**src/rtl/xspi_pkg.sv**
```systemverilog
package xspi_pkg;

    typedef enum logic [2:0] {
        ST_IDLE,
        ST_SHIFT,
        ST_HOLD,
        ST_FIN,
        ST_REJ
    } xspi_state_e;

    typedef struct packed {
        logic       rdy_n;
        logic [2:0] state;
        logic [3:0] fifo;
    } xspi_status_t;

endpackage

```
**src/rtl/xspi_hdr.sv**
```systemverilog
module xspi_hdr #(
    parameter int LEN_W = 7
) (
    input  logic [7:0]       addr,
    input  logic             rd,
    input  logic [LEN_W-1:0] len,
    output logic [7:0]       hdr,
    output logic             is_read,
    output logic             multi,
    output logic             bad
);
    always_comb begin
        multi   = (len > LEN_W'(1));
        is_read = rd | addr[7];
        hdr     = {is_read, addr[6] | multi, addr[5:0]};
        bad     = addr[7] && (len != LEN_W'(1));
    end
endmodule

```
**src/rtl/xspi_shift.sv**
```systemverilog
module xspi_shift #(
    parameter int HALF_W = 3
) (
    input  logic              clk,
    input  logic              rst_n,
    input  logic              start,
    input  logic [7:0]        tx,
    input  logic [HALF_W-1:0] half,
    input  logic              miso,
    output logic              sclk,
    output logic              mosi,
    output logic              byte_done,
    output logic [7:0]        rx
);
    logic              active;
    logic              sclk_q;
    logic [HALF_W-1:0] cnt;
    logic [2:0]        bits;
    logic [7:0]        tx_sh;
    logic [7:0]        rx_sh;
    logic              done_q;

    always_ff @(posedge clk or negedge rst_n) begin
        if (!rst_n) begin
            active <= 1'b0;
            sclk_q <= 1'b0;
            cnt    <= '0;
            bits   <= '0;
            tx_sh  <= '0;
            rx_sh  <= '0;
            done_q <= 1'b0;
        end else begin
            done_q <= 1'b0;
            if (start) begin
                active <= 1'b1;
                sclk_q <= 1'b0;
                cnt    <= '0;
                bits   <= '0;
                tx_sh  <= tx;
            end else if (active) begin
                if (cnt == half - HALF_W'(1)) begin
                    cnt    <= '0;
                    sclk_q <= ~sclk_q;
                    if (!sclk_q) begin
                        rx_sh <= {rx_sh[6:0], miso};
                    end else begin
                        tx_sh <= {tx_sh[6:0], 1'b0};
                        bits  <= bits + 3'd1;
                        if (bits == 3'd7) begin
                            active <= 1'b0;
                            done_q <= 1'b1;
                        end
                    end
                end else begin
                    cnt <= cnt + HALF_W'(1);
                end
            end
        end
    end

    assign sclk      = sclk_q;
    assign mosi      = tx_sh[7];
    assign rx        = rx_sh;
    assign byte_done = done_q;

    // data out only moves while the clock is low
    assert_mosi_stable_R7: assert property (@(posedge clk) disable iff (!rst_n)
        (sclk_q && $past(sclk_q)) |-> $stable(mosi));

    // a byte never finishes with the clock left high
    assert_done_low_R9: assert property (@(posedge clk) disable iff (!rst_n)
        byte_done |-> !sclk_q);
endmodule

```
**src/rtl/xcvr_spi_engine.sv**
```systemverilog
module xcvr_spi_engine
    import xspi_pkg::*;
#(
    parameter int LEN_W      = 7,
    parameter int DIV_SINGLE = 2,
    parameter int DIV_BURST  = 4
) (
    input  logic             clk,
    input  logic             rst_n,
    input  logic             req_valid,
    input  logic [7:0]       req_addr,
    input  logic             req_read,
    input  logic [LEN_W-1:0] req_len,
    input  logic [7:0]       wr_data,
    output logic             wr_take,
    output logic [7:0]       rd_data,
    output logic             rd_valid,
    output logic             sclk,
    output logic             cs_n,
    output logic             mosi,
    input  logic             miso,
    output logic             busy,
    output logic             done,
    output logic             err,
    output logic             st_rdy_n,
    output logic [2:0]       st_state,
    output logic [3:0]       st_fifo
);
    localparam int DIV_MAX = (DIV_BURST > DIV_SINGLE) ? DIV_BURST : DIV_SINGLE;
    localparam int HALF_W  = $clog2(DIV_MAX + 1);

    xspi_state_e       state, state_nx;
    logic [LEN_W-1:0]  remain;
    logic              rd_mode;
    logic              hdr_phase;
    logic [HALF_W-1:0] half_q;
    logic [HALF_W-1:0] hcnt;
    xspi_status_t      status_q;
    logic [7:0]        rd_q;
    logic              rd_v_q;
    logic              take_q;

    logic [7:0] hdr;
    logic       h_read, h_multi, h_bad;
    logic       start;
    logic [7:0] tx_byte;
    logic       byte_done;
    logic [7:0] rx_byte;
    logic       accept;
    logic       more;

    xspi_hdr #(.LEN_W(LEN_W)) u_hdr (
        .addr    (req_addr),
        .rd      (req_read),
        .len     (req_len),
        .hdr     (hdr),
        .is_read (h_read),
        .multi   (h_multi),
        .bad     (h_bad)
    );

    xspi_shift #(.HALF_W(HALF_W)) u_shift (
        .clk       (clk),
        .rst_n     (rst_n),
        .start     (start),
        .tx        (tx_byte),
        .half      (half_q),
        .miso      (miso),
        .sclk      (sclk),
        .mosi      (mosi),
        .byte_done (byte_done),
        .rx        (rx_byte)
    );

    assign accept = (state == ST_IDLE) && req_valid && !h_bad;
    assign more   = (remain != '0);

    // next state
    always_comb begin
        state_nx = state;
        unique case (state)
            ST_IDLE:  if (req_valid) state_nx = h_bad ? ST_REJ : ST_SHIFT;
            ST_SHIFT: if (byte_done && !more) state_nx = ST_HOLD;
            ST_HOLD:  if (hcnt == half_q - HALF_W'(1)) state_nx = ST_FIN;
            ST_FIN:   state_nx = ST_IDLE;
            ST_REJ:   state_nx = ST_IDLE;
            default:  state_nx = ST_IDLE;
        endcase
    end

    // state register
    always_ff @(posedge clk or negedge rst_n) begin
        if (!rst_n) state <= ST_IDLE;
        else        state <= state_nx;
    end

    // datapath registers
    always_ff @(posedge clk or negedge rst_n) begin
        if (!rst_n) begin
            remain    <= '0;
            rd_mode   <= 1'b0;
            hdr_phase <= 1'b0;
            half_q    <= HALF_W'(DIV_SINGLE);
            hcnt      <= '0;
            status_q  <= '0;
            rd_q      <= '0;
            rd_v_q    <= 1'b0;
            take_q    <= 1'b0;
        end else begin
            rd_v_q <= 1'b0;
            take_q <= 1'b0;
            hcnt   <= (state == ST_HOLD) ? hcnt + HALF_W'(1) : '0;
            if (accept) begin
                remain    <= req_len;
                rd_mode   <= h_read;
                hdr_phase <= 1'b1;
                half_q    <= h_multi ? HALF_W'(DIV_BURST) : HALF_W'(DIV_SINGLE);
            end else if (state == ST_SHIFT && byte_done) begin
                if (hdr_phase) begin
                    status_q  <= xspi_status_t'(rx_byte);
                    hdr_phase <= 1'b0;
                end else if (rd_mode) begin
                    rd_q   <= rx_byte;
                    rd_v_q <= 1'b1;
                end
                if (more) begin
                    remain <= remain - LEN_W'(1);
                    take_q <= !rd_mode;
                end
            end
        end
    end

    // outputs
    always_comb begin
        start   = accept || (state == ST_SHIFT && byte_done && more);
        tx_byte = (state == ST_IDLE) ? hdr : (rd_mode ? 8'h00 : wr_data);
        cs_n    = !(state == ST_SHIFT || state == ST_HOLD);
        done    = (state == ST_FIN);
        err     = (state == ST_REJ);
        busy    = (state != ST_IDLE);
    end

    assign wr_take  = take_q;
    assign rd_data  = rd_q;
    assign rd_valid = rd_v_q;
    assign st_rdy_n = status_q.rdy_n;
    assign st_state = status_q.state;
    assign st_fifo  = status_q.fifo;

    // clock idles low outside an access
    assert_sclk_idle_R7: assert property (@(posedge clk) disable iff (!rst_n)
        cs_n |-> !sclk);

    // done marks the release of chip select and lasts one cycle
    assert_done_release_R9: assert property (@(posedge clk) disable iff (!rst_n)
        done |-> (cs_n && $past(!cs_n)));
    assert_done_pulse_R9: assert property (@(posedge clk) disable iff (!rst_n)
        done |=> !done);

    // a rejected request never selects the device
    assert_err_nocs_R6: assert property (@(posedge clk) disable iff (!rst_n)
        err |-> (cs_n && $past(cs_n)));

    // read data only arrives during a selected access
    assert_rd_selected_R5: assert property (@(posedge clk) disable iff (!rst_n)
        rd_valid |-> !cs_n);

    // busy covers every cycle of selection
    assert_busy_cover_R11: assert property (@(posedge clk) disable iff (!rst_n)
        !cs_n |-> busy);
endmodule

```
**config.mk**
```make
export PLATFORM = sky130hd
export DESIGN_NAME = xcvr_spi_engine
export DESIGN_NICKNAME = d
export VERILOG_FILES = /design/src/rtl/xspi_pkg.sv /design/src/rtl/xspi_hdr.sv /design/src/rtl/xspi_shift.sv /design/src/rtl/xcvr_spi_engine.sv
export SDC_FILE = /design/constraint.sdc
export NUM_CORES = 1
export LEC_CHECK = 0
export ABC_CLOCK_PERIOD_IN_PS = 4100
export BUFFER_PORTS_ARGS = -buffer_cell sky130_fd_sc_hd__clkbuf_2
export CAP_MARGIN = 30
export CORE_UTILIZATION = 50
export CTS_CLUSTER_SIZE = 24
export DETAILED_ROUTE_END_ITERATION = 10
export GPL_ROUTABILITY_DRIVEN = 1
export GPL_TIMING_DRIVEN = 0
export PLACE_DENSITY = 0.73
export SYNTH_ARGS = -nofsm -noshare
export SYNTH_HDL_FRONTEND = slang
export SYNTH_SLANG_ARGS = --single-unit
```
**constraint.sdc**
```tcl
create_clock -name clk -period 4.1 [get_ports clk]
set_input_delay 0.615 -clock clk [delete_from_list [all_inputs] [get_ports clk]]
set_output_delay 0.615 -clock clk [all_outputs]
set_load 0.005 [all_outputs]
```
==> results by group, run 1 <==
Run status
  – Status: finished clean

Logic synthesis
  – Synth area leader: dfrtp_1
  – EDFF count, synth: 0
  – Sequential area share after synthesis: a little over half
  – Syn_area_per_cell: approximately 11 um^2
  – Async SR Flop Fraction: 100%
  – Syn_nets: roughly 300
  – Ranking of synthesized cells by area: dfrtp_1, mux2_2, nand2_1
  – Number of synthesized register bits: 60
  – Synthesized cell area: between 2000 and 3000 um^2
  – Dominant synthesized flop cell: dfrtp_1
  – Synth Instances: 267
  – Yosys cell types: 48
  – Synth warnings: 0
  – Post-synth top area share: about half

Pwr
  – Gate power share: under 10%
  – Psw: about 260 uW
  – Power share of the sequential group: approximately 46%
  – P_int: between 1000 and 1500 uW
  – Clock power share: 51.0%
  – Worst VDD drop: approximately 0.2 mV
  – Switching share of power: 20.1%
  – Pwr dens: approximately 370 nW/um^2
  – P_leak: around 0.0017 uW

Placed design
  – HPWL after DPL: roughly 4000 um
  – Port buffer count: 51
  – GPL Wtd Cong: 0.743
  – Pre-CTS worst setup slack: roughly 1.8 ns
  – # placed instances: 390

Layout
  – Area grow syn2layout: 20.8%
  – N_diodes: 0
  – NumNets Final: approximately 360
  – Finished Layout Cells: slightly above 400
  – Post-layout util: 63.0%
  – Fraction of layout cells with a size suffix above 1: just over 30%

Timing
  – Setup-failing EPs final: 0
  – TNS Setup: 0 ns
  – Final worst slack: about 1.7 ns
  – Period utilization: about 57%
  – FMAX: about 420 MHz
  – Hold Fails Final Rpt: 0
  – Unrepaired setup endpoints after global routing: no
  – Pins Over Slew Limit: 0
  – Final setup skew: slightly above 0.01 ns
  – Final hold slack: roughly 0.38 ns
  – Period minus WS final: 2.36 ns
  – Worst rel slew slack: approximately a third
  – Slew of the pin with the lowest slew margin: 0.971 ns

Clock tree
  – CTS Hold Buffers Added: 0
  – TritonCTS clock tree: built
  – CTS Root Cell: clkbuf_8
  – CTS H-tree lvls: 3
  – Sink Count: 60
  – Later-pin clock latency in the skew report: around 0.34 ns
  – Post_cts resized: 0
  – Clock transition at path regs: 0.07 ns
  – Clk buf depth: 2
  – Setup Buffers After CTS: 0
  – Number of buffers created by CTS: 9

GRT
  – Number of global-route vias before repair: 2142
  – First-pass GRT wire length: 9670 um
  – Antenna violations before repair: 0
  – Largest net degree at the start of global routing: a little over 60
  – GRT Residual Overflow: 0
  – Gr usage total: around a fifth

Setup path
  – CP Launch Type: flop
  – Nature of the critical path endpoint: output pin
  – Crit path max-delay family: buffers and inverters
  – Crit-path max FO: 10
  – Crit-path cells: buf_2, nor3_1, buf_2, inv_1, buf_2, clkbuf_2
  – Crit path kind: flop to output pin
  – CP dominant cell by count: buf_2
  – Slowest cell on the critical path: dfrtp_1
  – Bufs and invs on worst path: 5
  – Critical Path Max Stage Delay: 0.38 ns
  – Crit path DAT: 1.74 ns
  – Worst EP required: between 3 and 4 ns

Die
  – Starting density of the core: ~52%
  – Die X: 77.8 um
  – # IOs: between 50 and 60
  – Num rows: 27
  – Die height: between 70 and 80 um
  – Die area: 6050 um^2
  – Core area: roughly 5500 um^2

Hold path
  – Hold WC Path Type: input pin to asynchronous set/reset pin

Detailed routing
  – Vias: ~2200
  – DRT Wirelength: 5700 um
  – Drt pass-1 iters: 5
  – DRT antenna net count: 0
  – DRC: 0
  – Starting DRT DRC Count: around 120
  – Routed WL per cell: between 10 and 15 um
  – Vias/cell: 5.33

Run
  – Max Cap Viol: 0
==> final cells by class <==
class	instances	area, um^2
Buffer	10	57.6
Clock inverter	6	111
Inverter	7	26.3
Sequential cell	60	1500
Fill cell	461	2040
Clock buffer	10	138
Tap cell	72	90.1
Multi-Input combinational cell	190	1280
Timing Repair Buffer	51	258
==> cell families (layout without fill, tap and decap cells) <==
logic type               count (synthesis)  in the layout  synth area share [%]
AND/OR/NAND/NOR                        102            102                  18.2
adder cells (fa/ha/maj)                  6              6                  2.62
buffers and inverters                   17             84                  2.92
multiplexers                            29             29                  10.8
AO/OA/AOI/OAI                           44             44                  10.3
XOR/XNOR                                 9              9                  2.75
flip-flops                              60             60                  52.4
==> sequential cells by signal, indices dropped and copies added (netlist names) <==
register / cells
half_q: 2
hcnt: 3
hdr_phase: 1
rd_data: 8
rd_mode: 1
rd_valid: 1
remain: 7
st_fifo: 4
st_rdy_n: 1
st_state: 3
state: 3
u_shift.active: 1
u_shift.bits: 3
u_shift.byte_done: 1
u_shift.cnt: 3
u_shift.rx: 8
u_shift.sclk: 1
u_shift.tx_sh: 8
wr_take: 1
==> through the flow <==
stage	power [uW]	area, um^2
after floorplan	613	2870
after global placement	640	3220
after detailed placement	641	3220
after CTS	1300	3470
after global routing	1330	3470
final	1280	3470
==> power by group through the flow <==
| stage | Combinational, uW | Sequential (uW) | Clock, uW |
|---|---|---|---|
| global route | 39.5 | 595 | 697 |
| CTS | 35.5 | 595 | 669 |
| global placement | 34.6 | 606 | 0 |
| detailed placement | 35.4 | 606 | 0 |
| finish | 34.3 | 595 | 656 |
| floorplan | 7.38 | 606 | 0 |
==> final timing paths <==
check / from / end / slack [ns] / cells after the start
max in group asynchronous: rst_n / u_shift.tx_sh[4] / 3.15 / 1
worst min-delay path: rst_n / remain[5] / 0.38 / 1
min in group clk: hcnt[0] / hcnt[0] / 0.46 / 1
worst max-delay path: state[1] / busy / 1.74 / 6
worst max register to register: remain[0] / u_shift.rx[0] / 1.88 / 8
worst min register to register: hcnt[0] / hcnt[0] / 0.46 / 1
==> Yosys cell counts (3+ instances only) <==
library cell and number:
a211oi_1 5, a21oi_1 13, and3_1 7, buf_2 7, dfrtp_1 59, ha_1 6, inv_1 6, mux2_2 16
mux2i_1 13, nand2_1 45, nand2b_1 5, nand4b_1 3, nor2_1 22, nor3_1 3, nor3b_1 3, o21ai_0 8
xnor2_1 5, xor2_1 4
==> per-layer routing <==
metal  GRT usage [%]  up-vias  routed length, um
met5               0        -                  0
met4            12.6        0                123
met3            4.47       12                224
met2            33.4       55               2720
met1            26.6     1037               2640
li1                -     1059                  -
==> placed cells by master (no fill, tap or decap), drive strengths merged, types with 4 or more instances in the layout <==
cell type	netlist	routed
a211oi	5	5
a21oi	13	13
and3	7	7
buf	9	9
clkbuf	1	62
dfrtp	59	59
ha	6	6
inv	6	6
mux2	16	16
mux2i	13	13
nand2	45	45
nand2b	5	5
nor2	22	22
nor3	4	4
nor3b	5	5
o21ai	10	10
xnor2	5	5
xor2	4	4
Note: power is estimated with default switching activity, not from simulation.
==> inputs of run 2 (changes only) <==
--- a/config.mk
+++ b/config.mk
@@ -5,7 +5,8 @@
 export SDC_FILE = /design/constraint.sdc
 export NUM_CORES = 1
 export LEC_CHECK = 0
-export ABC_CLOCK_PERIOD_IN_PS = 4100
+export ABC_AREA = 1
+export ABC_CLOCK_PERIOD_IN_PS = 2400
 export BUFFER_PORTS_ARGS = -buffer_cell sky130_fd_sc_hd__clkbuf_2
 export CAP_MARGIN = 30
 export CORE_UTILIZATION = 50
@@ -13,7 +14,7 @@
 export DETAILED_ROUTE_END_ITERATION = 10
 export GPL_ROUTABILITY_DRIVEN = 1
 export GPL_TIMING_DRIVEN = 0
-export PLACE_DENSITY = 0.73
+export PLACE_DENSITY = 0.72
 export SYNTH_ARGS = -nofsm -noshare
 export SYNTH_HDL_FRONTEND = slang
 export SYNTH_SLANG_ARGS = --single-unit
==> constraint.sdc (replaced) <==
create_clock -name clk -period 2.4 [get_ports clk]
set_input_delay 0.36 -clock clk [delete_from_list [all_inputs] [get_ports clk]]
set_output_delay 0.36 -clock clk [all_outputs]
set_load 0.005 [all_outputs]
==> run 2 against run 1 <==
  * Non-clock buffer count decreased by 2
  * Critical path depth unchanged
  * Clock-buffer cell count increased by 2
  * Core utilization increased by 0.088 points
  * Synthesized cell count increased by 38%
  * Total power increased to 3.1 times the previous value
  * First-iteration DRC count increased by 42%
  * Final cell count increased by 25%
  * Critical endpoint is now cs_n
==> results by group, run 2 <==
Layout
  – Fraction of layout cells with a size suffix above 1: 22.5% (-7.7 points)
  – N_diodes: 0 (unchanged)
  – Layout fillers: 491 (+6.5%)
  – Area grow syn2layout: 18.2%
  – Finished Layout Cells: 507 (+25%)
  – Commonest non-fill, non-tap cell in the layout: nand2_1
  – NumNets Final: 464 (+28%)
  – Commonest cells after routing, fill and taps aside: nand2_1, dfrtp_1, clkbuf_2

Setup path
  – Crit path max-delay family: buffers and inverters
  – CP dominant cell by count: inv_1
  – Nature of the critical path endpoint: output pin
  – Crit-path max FO: 5 (-5)
  – Slowest cell on the critical path: dfrtp_1
  – Crit path DAT: 1.61 ns (-0.13 ns)
  – Worst EP required: 2.04 ns (-1.44 ns)
  – Critical Path Max Stage Delay: 0.35 ns (-0.03 ns)
  – Crit-path cells: clkinv_1, nor3_1, inv_1, nand2_1, inv_1, clkbuf_2
  – Crit path kind: flop to output pin
  – CP Launch Type: flop
  – Bufs and invs on worst path: 4 (-1)

Clock tree
  – Setup Buffers After CTS: 0 (unchanged)
  – Clk buf depth: 2 (unchanged)
  – CTS Hold Buffers Added: 0 (unchanged)
  – Number of buffers created by CTS: 9 (unchanged)
  – Post_cts resized: 0 (unchanged)
  – CTS H-tree lvls: 3 (unchanged)
  – TritonCTS clock tree: built
  – Clock transition at path regs: 0.07 ns (about the same)
  – CTS Root Cell: clkbuf_8
  – Sink Count: 60 (unchanged)
  – Later-pin clock latency in the skew report: 0.35 ns (about the same)

Logic synthesis
  – Synthesized cell area: 3030 um^2 (+5.5%)
  – Syn_nets: 402 (+34%)
  – Synth area leader: dfrtp_1
  – Ranking of synthesized cells by area: dfrtp_1, nand2_1, nand3_1
  – Most numerous cell in the Yosys netlist: nand2_1
  – Synth Instances: 368 (+38%)
  – Dominant synthesized flop cell: dfrtp_1
  – Number of synthesized register bits: 60 (unchanged)
  – Post-synth top area share: 48.8% (-2.7 points)
  – Synth warnings: 0 (unchanged)
  – Yosys cell types: 35 (-27%)
  – Sequential area share after synthesis: 49.6% (-2.7 points)
  – EDFF count, synth: 0 (unchanged)
  – Synth top cells by count: nand2_1, dfrtp_1, inv_1
  – Async SR Flop Fraction: 100% (unchanged)
  – Syn_area_per_cell: 8.23 um^2 (-23%)

GRT
  – Gr usage total: 22.9% (+1.8 points)
  – Number of global-route vias before repair: 2463 (+15%)
  – Antenna violations before repair: 0 (unchanged)
  – GRT Residual Overflow: 0 (unchanged)
  – Largest net degree at the start of global routing: 61 (unchanged)
  – First-pass GRT wire length: 11100 um (+14%)

Pwr
  – P_leak: 0.00189 uW (+10%)
  – Pwr dens: 1110 nW/um^2 (+200%)
  – Pwr Total: 3980 uW (+210%)
  – Worst VDD drop: 0.548 mV (+170%)

Timing
  – Final setup skew: 0.00661 ns (-0.00346 ns)
  – Setup-failing EPs final: 0 (unchanged)
  – Pins Over Slew Limit: 0 (unchanged)
  – Period utilization: roughly 80%
  – Final hold slack: 0.124 ns (-0.255 ns)
  – Period minus WS final: 1.97 ns
  – Hold Fails Final Rpt: 0 (unchanged)
  – Slew of the pin with the lowest slew margin: 0.831 ns (-0.140 ns)
  – Unrepaired setup endpoints after global routing: no
  – FMAX: between 500 and 600 MHz
  – Worst rel slew slack: 44.6% (+11 points)
  – TNS Setup: 0 ns (unchanged)

Run status
  – Status: finished clean

Run
  – Max Cap Viol: 0 (unchanged)

Detailed routing
  – Drt pass-1 iters: 4 (-1)
  – Routed WL per cell: 12.7 um (-9.5%)
  – DRC: 0 (unchanged)
  – Vias/cell: 5.02 (-5.8%)
  – Vias: 2545 (+18%)
  – DRT antenna net count: 0 (unchanged)
  – Starting DRT DRC Count: 169 (+42%)
  – DRT Wirelength: 6440 um (+13%)

Placed design
  – GPL Wtd Cong: 0.819 (+10%)
  – # placed instances: 491 (+26%)
  – Port buffer count: 51 (unchanged)
  – HPWL after DPL: 4590 um (+15%)

Die
  – Core area: 5680 um^2 (+3.1%)
  – Starting density of the core: 53.4% (+1.2 points)
  – Num rows: 27 (unchanged)
  – # IOs: 52 (unchanged)
  – Die height: 79.8 um (+2.6%)
  – Die X: 79.8 um (+2.6%)
  – Die area: 6370 um^2 (+5.4%)

Hold path
  – Hold WC Path Type: input pin to asynchronous set/reset pin
## run 2: cell count changes after synthesis, sizes merged, moves of 6 or more
cell	change
a21oi	-8
and3	-7
inv	+30
mux2	-16
mux2i	-13
nand2	+91
nand3	+31
nor2	+6
o211ai	+6
o21ai	+13
## run 2: final cells by class
type	count	area, um^2	share of cell area [%]
Multi-Input combinational cell	262	1320	36.7
Sequential cell	60	1500	42.0
Clock buffer	12	155	4.34
Tap cell	72	90.1	2.52
Buffer	8	65.1	1.82
Timing Repair Buffer	51	258	7.20
Inverter	38	145	4.06
Clock inverter	4	47.5	1.33
## run 2: report_power, final
| part | internal, uW | switching (uW) | leakage (uW) |
|---|---|---|---|
| sequential | 1300 | 238 | 0.000778 |
| combinational | 560 | 943 | 0.00101 |
| clock | 533 | 405 | 0.000102 |
| total | 2390 | 1590 | 0.00189 |
## run 2: kinds of logic after synthesis
family	synth area share (%)
AO/OA/AOI/OAI	7.11
XOR/XNOR	2.31
adder cells (fa/ha/maj)	2.48
buffers and inverters	6.94
flip-flops	49.6
AND/OR/NAND/NOR	31.5
## run 2: worst register-to-register path: stages, from the launching register on
cell and delay [ns]:
dfrtp_1 0.36, inv_1 0.15, ha_1 0.18, nand2_1 0.08
nor2_4 0.18, nor2_8 0.07, a21oi_2 0.37, o21ai_2 0.22
nand2_1 0.12, nand2_1 0.05
## run 2: worst paths after layout
| check | from | slack (ns) | end | cells after the start |
|---|---|---|---|---|
| hold / removal | rst_n | 0.12 | u_shift.tx_sh[0] | 1 |
| setup / recovery | state[1] | 0.43 | cs_n | 6 |
| hold reg to reg | hcnt[0] | 0.46 | hcnt[0] | 1 |
| min in group clk | miso | 0.24 | u_shift.rx[0] | 3 |
| max in group asynchronous | rst_n | 1.72 | state[1] | 1 |
| setup reg to reg | remain[0] | 0.52 | u_shift.tx_sh[4] | 9 |
## run 2: stage by stage
| stage | util, % | area [um^2] | setup WS, ns |
|---|---|---|---|
| 6_report | 63.1 | 3580 | 0.427 |
| 5_1_grt | 63.1 | 3580 | 0.284 |
| 4_1_cts | 63.1 | 3580 | 0.409 |
| 3_5_place_dp | 59.5 | 3380 | 0.550 |
| 3_3_place_gp | 59.4 | 3370 | 0.551 |
| 2_1_floorplan | - | 3030 | 0.877 |
## run 2: per-layer routing
layer	global-route usage, %	part of all wire [%]
met1	31.6	48
met2	34.4	46
met3	5.14	4.7
met4	10.0	1.4
met5	0	0
==> inputs of run 3 (changes only) <==
--- a/config.mk
+++ b/config.mk
@@ -6,7 +6,7 @@
 export NUM_CORES = 1
 export LEC_CHECK = 0
 export ABC_AREA = 1
-export ABC_CLOCK_PERIOD_IN_PS = 2400
+export ABC_CLOCK_PERIOD_IN_PS = 2000
 export BUFFER_PORTS_ARGS = -buffer_cell sky130_fd_sc_hd__clkbuf_2
 export CAP_MARGIN = 30
 export CORE_UTILIZATION = 50
==> constraint.sdc (replaced) <==
create_clock -name clk -period 2 [get_ports clk]
set_input_delay 0.3 -clock clk [delete_from_list [all_inputs] [get_ports clk]]
set_output_delay 0.3 -clock clk [all_outputs]
set_load 0.005 [all_outputs]
==> run 3 against run 2 <==
  * Wire length fell by 0.23%
  * Total power rose by 20%
  * Core utilization rose by 0.22 points
  * Global-route usage did not move
  * Register-to-register slack got worse by 0.26 ns
  * Flip-flop and latch count did not move
  * Combinational power rose by 21%
  * Via count barely moved
  * Sequential power rose by 20%
  * Clock-buffer cell count did not move
  * Clock skew rose by 0.00082 ns
  * Critical endpoint unchanged
  * Largest power group unchanged
==> results by group, run 3 (synthesis results as in run 2) <==
Timing
  – Unrepaired setup endpoints after global routing: no
  – Slew of the pin with the lowest slew margin: 0.819 ns (-0.0121 ns)
  – TNS Setup: 0 ns (unchanged)
  – FMAX: around 560 MHz
  – Period minus WS final: roughly 1.8 ns
  – Worst rel slew slack: 45.4% (+0.81 points)
  – Final hold slack: 0.0725 ns (-0.0514 ns)
  – Final worst slack: 0.214 ns (-0.213 ns)
  – Hold Fails Final Rpt: 0 (unchanged)
  – Final setup skew: 0.00743 ns (+0.000824 ns)
  – Pins Over Slew Limit: 0 (unchanged)
  – Setup-failing EPs final: 0 (unchanged)
  – Period utilization: between 80% and 90%

Die
  – Die area: 6370 um^2 (unchanged)
  – Num rows: 27 (unchanged)
  – Core area: 5680 um^2 (unchanged)
  – # IOs: 52 (unchanged)
  – Die X: 79.8 um (unchanged)
  – Die height: 79.8 um (unchanged)
  – Starting density of the core: 53.4% (unchanged)

Clock tree
  – Later-pin clock latency in the skew report: 0.34 ns (about the same)
  – Clock transition at path regs: 0.06 ns (about the same)
  – Number of buffers created by CTS: 9 (unchanged)
  – CTS Root Cell: clkbuf_8
  – CTS H-tree lvls: 3 (unchanged)
  – CTS Hold Buffers Added: 0 (unchanged)
  – Sink Count: 60 (unchanged)
  – Clk buf depth: 2 (unchanged)
  – TritonCTS clock tree: built

GRT
  – First-pass GRT wire length: 11100 um (unchanged)
  – Antenna violations before repair: 0 (unchanged)
  – Largest net degree at the start of global routing: 61 (unchanged)
  – Gr usage total: 22.9% (unchanged)
  – Number of global-route vias before repair: 2463 (unchanged)
  – GRT Residual Overflow: 0 (unchanged)

Setup path
  – Slowest cell on the critical path: dfrtp_1
  – Critical Path Max Stage Delay: 0.35 ns (about the same)
  – CP dominant cell by count: inv_1
  – Crit path to: cs_n
  – R2r startpoint: remain[0]
  – Crit-path max FO: 5 (unchanged)
  – Flop-to-flop setup slack: 0.26 ns (-0.26 ns)
  – Nature of the critical path endpoint: output pin
  – Crit-path cells: clkinv_1, nor3_2, inv_1, nand2_1, inv_1, clkbuf_2
  – Crit path DAT: 1.49 ns (-0.12 ns)
  – FF-to-FF End: u_shift.tx_sh[4]
  – Reg2Reg Depth: 9 (unchanged)
  – Crit path kind: flop to output pin
  – Worst EP required: 1.70 ns (-0.34 ns)
  – Worst setup path startpoint: state[1]
  – CP Launch Type: flop

Run
  – Max Cap Viol: 0 (unchanged)

Pwr
  – Clock power share: 23.5% (about the same)
  – Pwr Total: 4780 uW (+20%)
  – Psw: 1900 uW (+20%)
  – Switching share of power: 39.8% (about the same)
  – Gate power share: 37.9% (+0.2 points)
  – Worst VDD drop: 0.655 mV (+20%)
  – Power share of the sequential group: 38.7% (about the same)
  – P_leak: 0.00190 uW (+0.21%)
  – Pwr dens: 1330 nW/um^2 (+20%)
  – P_int: 2880 uW (+20%)

Placed design
  – Pre-CTS worst setup slack: 0.150 ns (-0.400 ns)
  – # placed instances: 491 (unchanged)
  – GPL Wtd Cong: 0.819 (unchanged)
  – HPWL after DPL: 4590 um (unchanged)
  – Port buffer count: 51 (unchanged)

Detailed routing
  – DRT Wirelength: 6430 um (-0.23%)
  – Starting DRT DRC Count: 184 (+8.9%)
  – DRT antenna net count: 0 (unchanged)
  – Routed WL per cell: 12.7 um (-0.23%)
  – Drt pass-1 iters: 4 (unchanged)
  – Vias/cell: 5.02 (about the same)
  – DRC: 0 (unchanged)
  – Vias: 2544 (-0.039%)

Layout
  – NumNets Final: 464 (unchanged)
  – N_diodes: 0 (unchanged)
  – Area grow syn2layout: 18.6%
  – Finished Layout Cells: 507 (unchanged)
  – Commonest non-fill, non-tap cell in the layout: nand2_1
  – Commonest cells after routing, fill and taps aside: nand2_1, dfrtp_1, clkbuf_2
  – Fraction of layout cells with a size suffix above 1: 22.8% (+0.23 points)

Run status
  – Status: finished clean

Hold path
  – Hold WC Path Type: input pin to asynchronous set/reset pin
-- run 3: cell counts in the layout (fill, tap and decap cells not counted) --
No cell type changed its count.
-- run 3: worst max-delay path: cells and delay by family (launching register included) --
family	cells	cell delay [ns]
buffers and inverters	4	0.48
DFF	1	0.35
and+or+nand+nor	2	0.32
-- run 3: worst min-delay path by stage --
stage | from | end | cells past startpoint
global route | rst_n | rd_data[5] | 1
finish | rst_n | u_shift.tx_sh[0] | 1
CTS | rst_n | u_shift.tx_sh[0] | 1
detailed placement | hcnt[0] | hcnt[0] | 1
global placement | hcnt[0] | hcnt[0] | 1
floorplan | rst_n | half_q[2] | 0
-- run 3: final cells by class --
type / instances / area (um^2)
well taps: 72 / 90.1
multi-input cells: 262 / 1330
inverters: 38 / 145
clock buffers: 12 / 155
flip-flops and latches: 60 / 1500
fillers: 489 / 2080
clock inverters: 4 / 47.5
plain buffers: 8 / 65.1
repair buffers: 51 / 258
-- run 3: per-stage QoR --
step / cell area [um^2] / util [%]
2_1_floorplan: 3030 / -
3_3_place_gp: 3370 / 59.4
3_5_place_dp: 3380 / 59.5
4_1_cts: 3580 / 63.1
5_1_grt: 3590 / 63.3
6_report: 3590 / 63.3
-- run 3: power groups by stage --
stage          clock (uW)  combinational (uW)  sequential, uW
4_1_cts              1130                1810            1840
3_3_place_gp            0                1750            1860
3_5_place_dp            0                1790            1870
5_1_grt              1190                2090            1900
2_1_floorplan           0                1390            1800
6_report             1120                1810            1850
-- run 3: repair_timing --
| action | in CTS | in global routing |
|---|---|---|
| gates resized for setup | 0 | 2 |
| setup buffers | 0 | 0 |
| endpoints found under the setup margin | 0 | 2 |
-- run 3: per-layer routing --
layer	global-route usage [%]	wire [um]	vias up	share of wire (%)
met1	31.6	3100	1189	48
li1	-	-	1296	-
met3	5.14	248	8	3.9
met5	0	0	-	0
met4	10.0	94	0	1.5
met2	34.4	2980	51	46
